### config.mk
export PLATFORM = sky130hd
export DESIGN_NAME = xfer_link_steer
export DESIGN_NICKNAME = d
export VERILOG_FILES = /design/src/rtl/steer_pkg.sv /design/src/rtl/steer_slack_calc.sv /design/src/rtl/steer_ctr_table.sv /design/src/rtl/steer_link_sel.sv /design/src/rtl/xfer_link_steer.sv
export SDC_FILE = /design/constraint.sdc
export NUM_CORES = 1
export LEC_CHECK = 0
export BUFFER_PORTS_ARGS = -buffer_cell sky130_fd_sc_hd__buf_2
export CAP_MARGIN = 20
export CORE_ASPECT_RATIO = 0.5
export CORE_UTILIZATION = 35
export DETAILED_ROUTE_END_ITERATION = 10
export PLACE_DENSITY = 0.65
export SETUP_SLACK_MARGIN = 0.4
export SYNTH_ARGS = -nofsm -noshare
export SYNTH_HDL_FRONTEND = slang
export SYNTH_SLANG_ARGS = --single-unit
### constraint.sdc
create_clock -name clk_i -period 5.55 [get_ports clk_i]
set_input_delay 1.3875 -clock clk_i [delete_from_list [all_inputs] [get_ports clk_i]]
set_output_delay 1.3875 -clock clk_i [all_outputs]
set_load 0.005 [all_outputs]
### src/rtl/steer_pkg.sv
package steer_pkg;

   typedef enum logic [2:0] {
      XK_BYPASS    = 3'd0,
      XK_READY_OPD = 3'd1,
      XK_STORE_DAT = 3'd2,
      XK_LOAD_DAT  = 3'd3,
      XK_ADDR_CONF = 3'd4,
      XK_ADDR_RAW  = 3'd5
   } xfer_kind_e;

   localparam int KIND_W = 3;

   typedef enum logic {
      LINK_FAST = 1'b0,
      LINK_SLOW = 1'b1
   } link_e;

endpackage

### src/rtl/steer_slack_calc.sv
module steer_slack_calc #(
   parameter int STAMP_W = 16
) (
   input  logic [STAMP_W-1:0] arrive_i,
   input  logic [STAMP_W-1:0] issue_i,
   input  logic [STAMP_W-1:0] thresh_i,
   output logic               crit_o
);
   localparam int DIFF_W = STAMP_W + 1;
   localparam logic [STAMP_W-1:0] SAT_MAX = {1'b0, {(STAMP_W-1){1'b1}}};

   logic signed [DIFF_W-1:0] diff;
   logic                     neg;
   logic                     ovf;
   logic [STAMP_W-1:0]       slack_sat;

   always_comb begin
      diff      = $signed({1'b0, issue_i}) - $signed({1'b0, arrive_i});
      neg       = diff[DIFF_W-1];
      ovf       = !neg && diff[STAMP_W-1];
      if (neg)
         slack_sat = '0;
      else if (ovf)
         slack_sat = SAT_MAX;
      else
         slack_sat = diff[STAMP_W-1:0];
      crit_o    = neg || (slack_sat < thresh_i);
   end

endmodule

### src/rtl/steer_ctr_table.sv
module steer_ctr_table #(
   parameter int IDX_W = 6,
   parameter int CTR_W = 2
) (
   input  logic             clk_i,
   input  logic             rst_ni,
   input  logic [IDX_W-1:0] rd_idx_i,
   output logic             rd_crit_o,
   input  logic             wr_en_i,
   input  logic [IDX_W-1:0] wr_idx_i,
   input  logic             wr_crit_i
);
   localparam int               ENTRIES = 1 << IDX_W;
   localparam logic [CTR_W-1:0] CTR_MAX = {CTR_W{1'b1}};
   localparam logic [CTR_W-1:0] CTR_RST = {1'b1, {(CTR_W-1){1'b0}}};

   logic [ENTRIES-1:0] top_bit;

   for (genvar g = 0; g < ENTRIES; g++) begin : g_ent
      logic [CTR_W-1:0] ctr_q;
      logic             hit;

      assign hit = wr_en_i && (wr_idx_i == IDX_W'(g));

      always_ff @(posedge clk_i) begin
         if (!rst_ni)
            ctr_q <= CTR_RST;
         else if (hit) begin
            if (wr_crit_i && (ctr_q != CTR_MAX))
               ctr_q <= ctr_q + 1'b1;
            else if (!wr_crit_i && (ctr_q != '0))
               ctr_q <= ctr_q - 1'b1;
         end
      end

      assign top_bit[g] = ctr_q[CTR_W-1];
   end

   // read returns the stored value; a same-edge write lands afterwards
   assign rd_crit_o = top_bit[rd_idx_i];

endmodule

### src/rtl/steer_link_sel.sv
module steer_link_sel
   import steer_pkg::*;
(
   input  logic [KIND_W-1:0] kind_i,
   input  logic              pred_crit_i,
   output logic              slow_o
);
   always_comb begin
      case (kind_i)
         XK_BYPASS:    slow_o = pred_crit_i ? LINK_FAST : LINK_SLOW;
         XK_READY_OPD: slow_o = LINK_SLOW;
         XK_STORE_DAT: slow_o = LINK_SLOW;
         XK_ADDR_CONF: slow_o = LINK_SLOW;
         XK_LOAD_DAT:  slow_o = LINK_FAST;
         XK_ADDR_RAW:  slow_o = LINK_FAST;
         default:      slow_o = LINK_FAST;
      endcase
   end

endmodule

### src/rtl/xfer_link_steer.sv
module xfer_link_steer
   import steer_pkg::*;
#(
   parameter int PC_W    = 32,
   parameter int PC_LSB  = 2,
   parameter int IDX_W   = 6,
   parameter int CTR_W   = 2,
   parameter int STAMP_W = 16,
   parameter int TAG_W   = 8
) (
   input  logic               clk_i,
   input  logic               rst_ni,
   input  logic [STAMP_W-1:0] thresh_i,
   input  logic               req_valid_i,
   input  logic [2:0]         req_kind_i,
   input  logic [PC_W-1:0]    req_pc_i,
   input  logic [TAG_W-1:0]   req_tag_i,
   input  logic               upd_valid_i,
   input  logic [PC_W-1:0]    upd_pc_i,
   input  logic [STAMP_W-1:0] upd_arrive_i,
   input  logic [STAMP_W-1:0] upd_issue_i,
   output logic               out_valid_o,
   output logic               out_slow_o,
   output logic [TAG_W-1:0]   out_tag_o
);
   if (PC_LSB + IDX_W > PC_W) begin : g_bad_idx
      $error("index field does not fit in the address");
   end
   if (IDX_W < 1 || IDX_W > 12) begin : g_bad_depth
      $error("IDX_W out of supported range");
   end
   if (CTR_W < 2) begin : g_bad_ctr
      $error("counter needs at least two bits");
   end
   if (STAMP_W < 4) begin : g_bad_stamp
      $error("stamp width too small");
   end
   if (TAG_W < 1) begin : g_bad_tag
      $error("tag width must be positive");
   end

   logic [IDX_W-1:0] rd_idx;
   logic [IDX_W-1:0] wr_idx;
   logic             pred_crit;
   logic             obs_crit;
   logic             link_slow;
   logic             unused_pc_bits;

   assign rd_idx = req_pc_i[PC_LSB +: IDX_W];
   assign wr_idx = upd_pc_i[PC_LSB +: IDX_W];
   assign unused_pc_bits = ^{req_pc_i, upd_pc_i};

   steer_slack_calc #(
      .STAMP_W (STAMP_W)
   ) u_slack (
      .arrive_i (upd_arrive_i),
      .issue_i  (upd_issue_i),
      .thresh_i (thresh_i),
      .crit_o   (obs_crit)
   );

   steer_ctr_table #(
      .IDX_W (IDX_W),
      .CTR_W (CTR_W)
   ) u_table (
      .clk_i     (clk_i),
      .rst_ni    (rst_ni),
      .rd_idx_i  (rd_idx),
      .rd_crit_o (pred_crit),
      .wr_en_i   (upd_valid_i),
      .wr_idx_i  (wr_idx),
      .wr_crit_i (obs_crit)
   );

   steer_link_sel u_sel (
      .kind_i      (req_kind_i),
      .pred_crit_i (pred_crit),
      .slow_o      (link_slow)
   );

   always_ff @(posedge clk_i) begin
      if (!rst_ni) begin
         out_valid_o <= 1'b0;
         out_slow_o  <= 1'b0;
         out_tag_o   <= '0;
      end else begin
         out_valid_o <= req_valid_i;
         out_slow_o  <= link_slow;
         out_tag_o   <= req_tag_i;
      end
   end

endmodule

==> impl_metrics.env <==
export IMPL_status="complete, no violations"
export IMPL_port_buffers=84
export IMPL_min_to="u_table.g_ent[31].ctr_q[0]"
export IMPL_syn_area_sq_um=8650
export IMPL_yosysSeqAreaShare=0.319
export IMPL_dr_pass1_iters=6
export IMPL_critPathBufInv=5
export IMPL_synth_edff_count=0
export IMPL_grt_pass1_wl_microns=42000
export IMPL_grt_max_degree=76
export IMPL_fin_util=0.467
export IMPL_fp_row_count=40
export IMPL_numCtsBuffers=17
export IMPL_synth_seq_cells=138
export IMPL_die_x_microns=224
export IMPL_design_portCount=137
export IMPL_synth_area_leaders="dfxtp_1 (32%), a21oi_1 (6.8%), nor2_1 (6.6%)"
export IMPL_path_clk_slew_ps=60
export IMPL_wl_met2_microns=14200
export IMPL_final_common_cell="dfxtp_1"
export IMPL_slowest_delay_ps=560
export IMPL_crit_fanout=8
export IMPL_worstMarginPinSlew_ps=811
export IMPL_final_cell_area_sq_um=11300
export IMPL_power_density_nw_per_um2=282
export IMPL_setup_viol=0
export IMPL_clock_sinks=138
export IMPL_leakage_nw=3.88
export IMPL_reg2reg_setup_slack_ps=3420
export IMPL_drc=0
export IMPL_ant_nets=0
export IMPL_grt_overflow_total=0
export IMPL_ir_worst_vdd_v=0.000165
export IMPL_setup_ws_ps=307
export IMPL_grt_usage=0.202
export IMPL_drt_met1_wl_microns=12100
export IMPL_end_kind="register"
export IMPL_cts_buffer_depth=2
export IMPL_path_class="input port to register"
export IMPL_placed_area_sq_um=9500
export IMPL_clock_root_buffer="clkbuf_16"
export IMPL_min_from="u_table.g_ent[31].ctr_q[0]"
export IMPL_grt_pass1_vias=8564
export IMPL_wl_met3_microns=2160
export IMPL_holdPathStages=2
export IMPL_maxSlewHeadroom=0.459
export IMPL_synth_main_ff_cell="dfxtp_1"
export IMPL_max_freq_mhz=191
export IMPL_path_delay_family="compound AO/OA/AOI/OAI gates"
export IMPL_wl_microns=29200
export IMPL_clk_latency_ps=430
export IMPL_finalCriticalPeriod_ps=5240
export IMPL_place_gp_congestion=0.826
export IMPL_highest_layer="met4"
export IMPL_area_delta_synth_final_pct=30.1
export IMPL_cts_hold_buf=0
export IMPL_vias=9401
export IMPL_cts_max_level=4
export IMPL_slew_viol_final=0
export IMPL_crit_chain="buf_8, inv_12, ha_4, inv_2, fa_2, a211oi_4, o21ai_1, a21o_1, o31ai_4, and2_4, a21oi_2, ha_1, a211oi_2, o21bai_1, a211oi_2, o31ai_4, or4_4, nand3_4, clkbuf_16, clkbuf_16, o211ai_1, a31oi_1"
export IMPL_synth_top_area_cell="dfxtp_1"
export IMPL_drt_iter0_markers=1151
export IMPL_synth_warnings=0
export IMPL_viasPerCell=6.09
export IMPL_nets=1354
export IMPL_wl_per_cell_microns=18.9
export IMPL_fillers=2266
export IMPL_finalCritPeriodShare=0.945
export IMPL_synth_area_per_cell_sq_um=7.78
export IMPL_diodes=0
export IMPL_synth_async_sr_flop_share=0
export IMPL_r2r_start="u_table.g_ent[35].ctr_q[1]"
export IMPL_synth_top_area_frac=0.319
export IMPL_dp_hpwl_microns=16600
export IMPL_core_sq_um=24100
export IMPL_reg2regPathDepth=4
export IMPL_place_ws_ps=-339
export IMPL_rsz0062_at_grt="true"
export IMPL_die_h_microns=113
export IMPL_cts_tree="built"
export IMPL_drive_above_1_share=0.224
export IMPL_start_util=0.359
export IMPL_ys_types=47
export IMPL_drv_cap=0
export IMPL_cpMaxStageDelayCell="or4_4"
export IMPL_worstPathRequired_ps=5910
export IMPL_syn_num_nets=1271
export IMPL_final_cell_mix="dfxtp_1 (138), nor2_1 (135), a21oi_1 (101)"
export IMPL_crit_path_start_kind="input port"
export IMPL_antenna_found_initial=0
export IMPL_synth_cells=1112
export IMPL_r2r_end="out_slow_o"
export IMPL_critPathArrivalTime_ps=5600
export IMPL_finClkSkew_ps=9.06
export IMPL_finalHoldViolCount=0
export IMPL_hold_path_class="register to register"
export IMPL_dieArea_sq_um=25400
[routing by layer]
layer	up-vias	global-route usage
li1	4347	-
met1	4548	0.246
met2	428	0.358
met3	78	0.0351
met4	0	0.0744
met5	-	0
[how the worst max path moves through the flow]
stage | end | startpoint | cells past startpoint | slack, ps
after floorplan | u_table.g_ent[4].ctr_q[0] | upd_issue_i[0] | 23 | 390
after global placement | u_table.g_ent[31].ctr_q[1] | upd_issue_i[0] | 24 | -170
after detailed placement | u_table.g_ent[27].ctr_q[1] | upd_issue_i[0] | 24 | -340
after CTS | u_table.g_ent[25].ctr_q[1] | upd_issue_i[0] | 25 | 400
after global routing | u_table.g_ent[50].ctr_q[0] | upd_issue_i[0] | 22 | 190
final | u_table.g_ent[19].ctr_q[0] | upd_issue_i[0] | 22 | 310
[where the power goes]
| group | switching, W | internal (W) |
|---|---|---|
| sequential | 0.0000656 | 0.00105 |
| combinational | 0.000368 | 0.000306 |
| clock | 0.000473 | 0.000904 |
| total | 0.000907 | 0.00226 |
[timing repair]
item                       in CTS  in global routing
pin swaps                       3                 54
resized for setup               9                112
setup buffers                   1                  4
setup endpoints to repair     128                128
cloned                          2                 22
[logic make-up (layout without fill, tap and decap cells)]
logic type               count (synthesis)  count (layout)  synth area share
multiplexers                            21              21            0.0547
AO/OA/AOI/OAI                          354             354             0.255
buffers and inverters                  139             234            0.0703
AND/OR/NAND/NOR                        416             417             0.242
XOR/XNOR                                11              11            0.0111
adder cells (fa/ha/maj)                 32              32            0.0472
other                                    1               1          0.000433
flip-flops                             138             138             0.319
[per-stage QoR]
step | cells | TNS [ps] | power [W] | hold slack, ps
final | 1544 | 0 | 0.00317 | 523
after floorplan | 1112 | 0 | 0.00146 | 485
after CTS | 1518 | 0 | 0.00301 | 517
after detailed placement | 1483 | -30560 | 0.00162 | 505
after global placement | 1482 | -15060 | 0.00159 | 493
after global routing | 1544 | 0 | 0.00327 | 537
[synth_stat cells (5+ instances only)]
| master | number |
|---|---|
| a211oi_1 | 39 |
| a21o_1 | 7 |
| a21oi_1 | 118 |
| a31oi_1 | 29 |
| and2_1 | 11 |
| buf_1 | 6 |
| buf_2 | 6 |
| buf_4 | 9 |
| buf_6 | 6 |
| clkbuf_1 | 45 |
| dfxtp_1 | 138 |
| ha_1 | 31 |
| inv_1 | 67 |
| mux4_2 | 21 |
| nand2_1 | 52 |
| nand2b_1 | 38 |
| nand3_1 | 42 |
| nand4_1 | 68 |
| nor2_1 | 152 |
| nor2b_1 | 5 |
| o211ai_1 | 32 |
| o21ai_0 | 60 |
| o21ai_1 | 11 |
| o221ai_1 | 35 |
| o31ai_1 | 6 |
| or4_1 | 36 |
| xor2_1 | 8 |
[worst min-delay path, cell delays in order (launching register included)]
cell and delay [ps]:
dfxtp_1 310, o21ai_0 70, a31oi_1 80
[final cells by class]
class | count | area (sq um) | share of cell area
Clock buffer | 18 | 439 | 0.0390
Clock inverter | 14 | 265 | 0.0236
Inverter | 67 | 264 | 0.0235
Multi-Input combinational cell | 836 | 5790 | 0.514
Sequential cell | 138 | 2760 | 0.245
Tap cell | 336 | 420 | 0.0374
Timing Repair Buffer | 135 | 1320 | 0.117
[sequential cells by signal (all words and copies together), names as in the netlist]
| signal | flops |
|---|---|
| u_table.g_ent.ctr_q | 128 |
| out_tag_o | 8 |
| out_slow_o | 1 |
| out_valid_o | 1 |
Note: power is estimated with default switching activity, not from simulation.
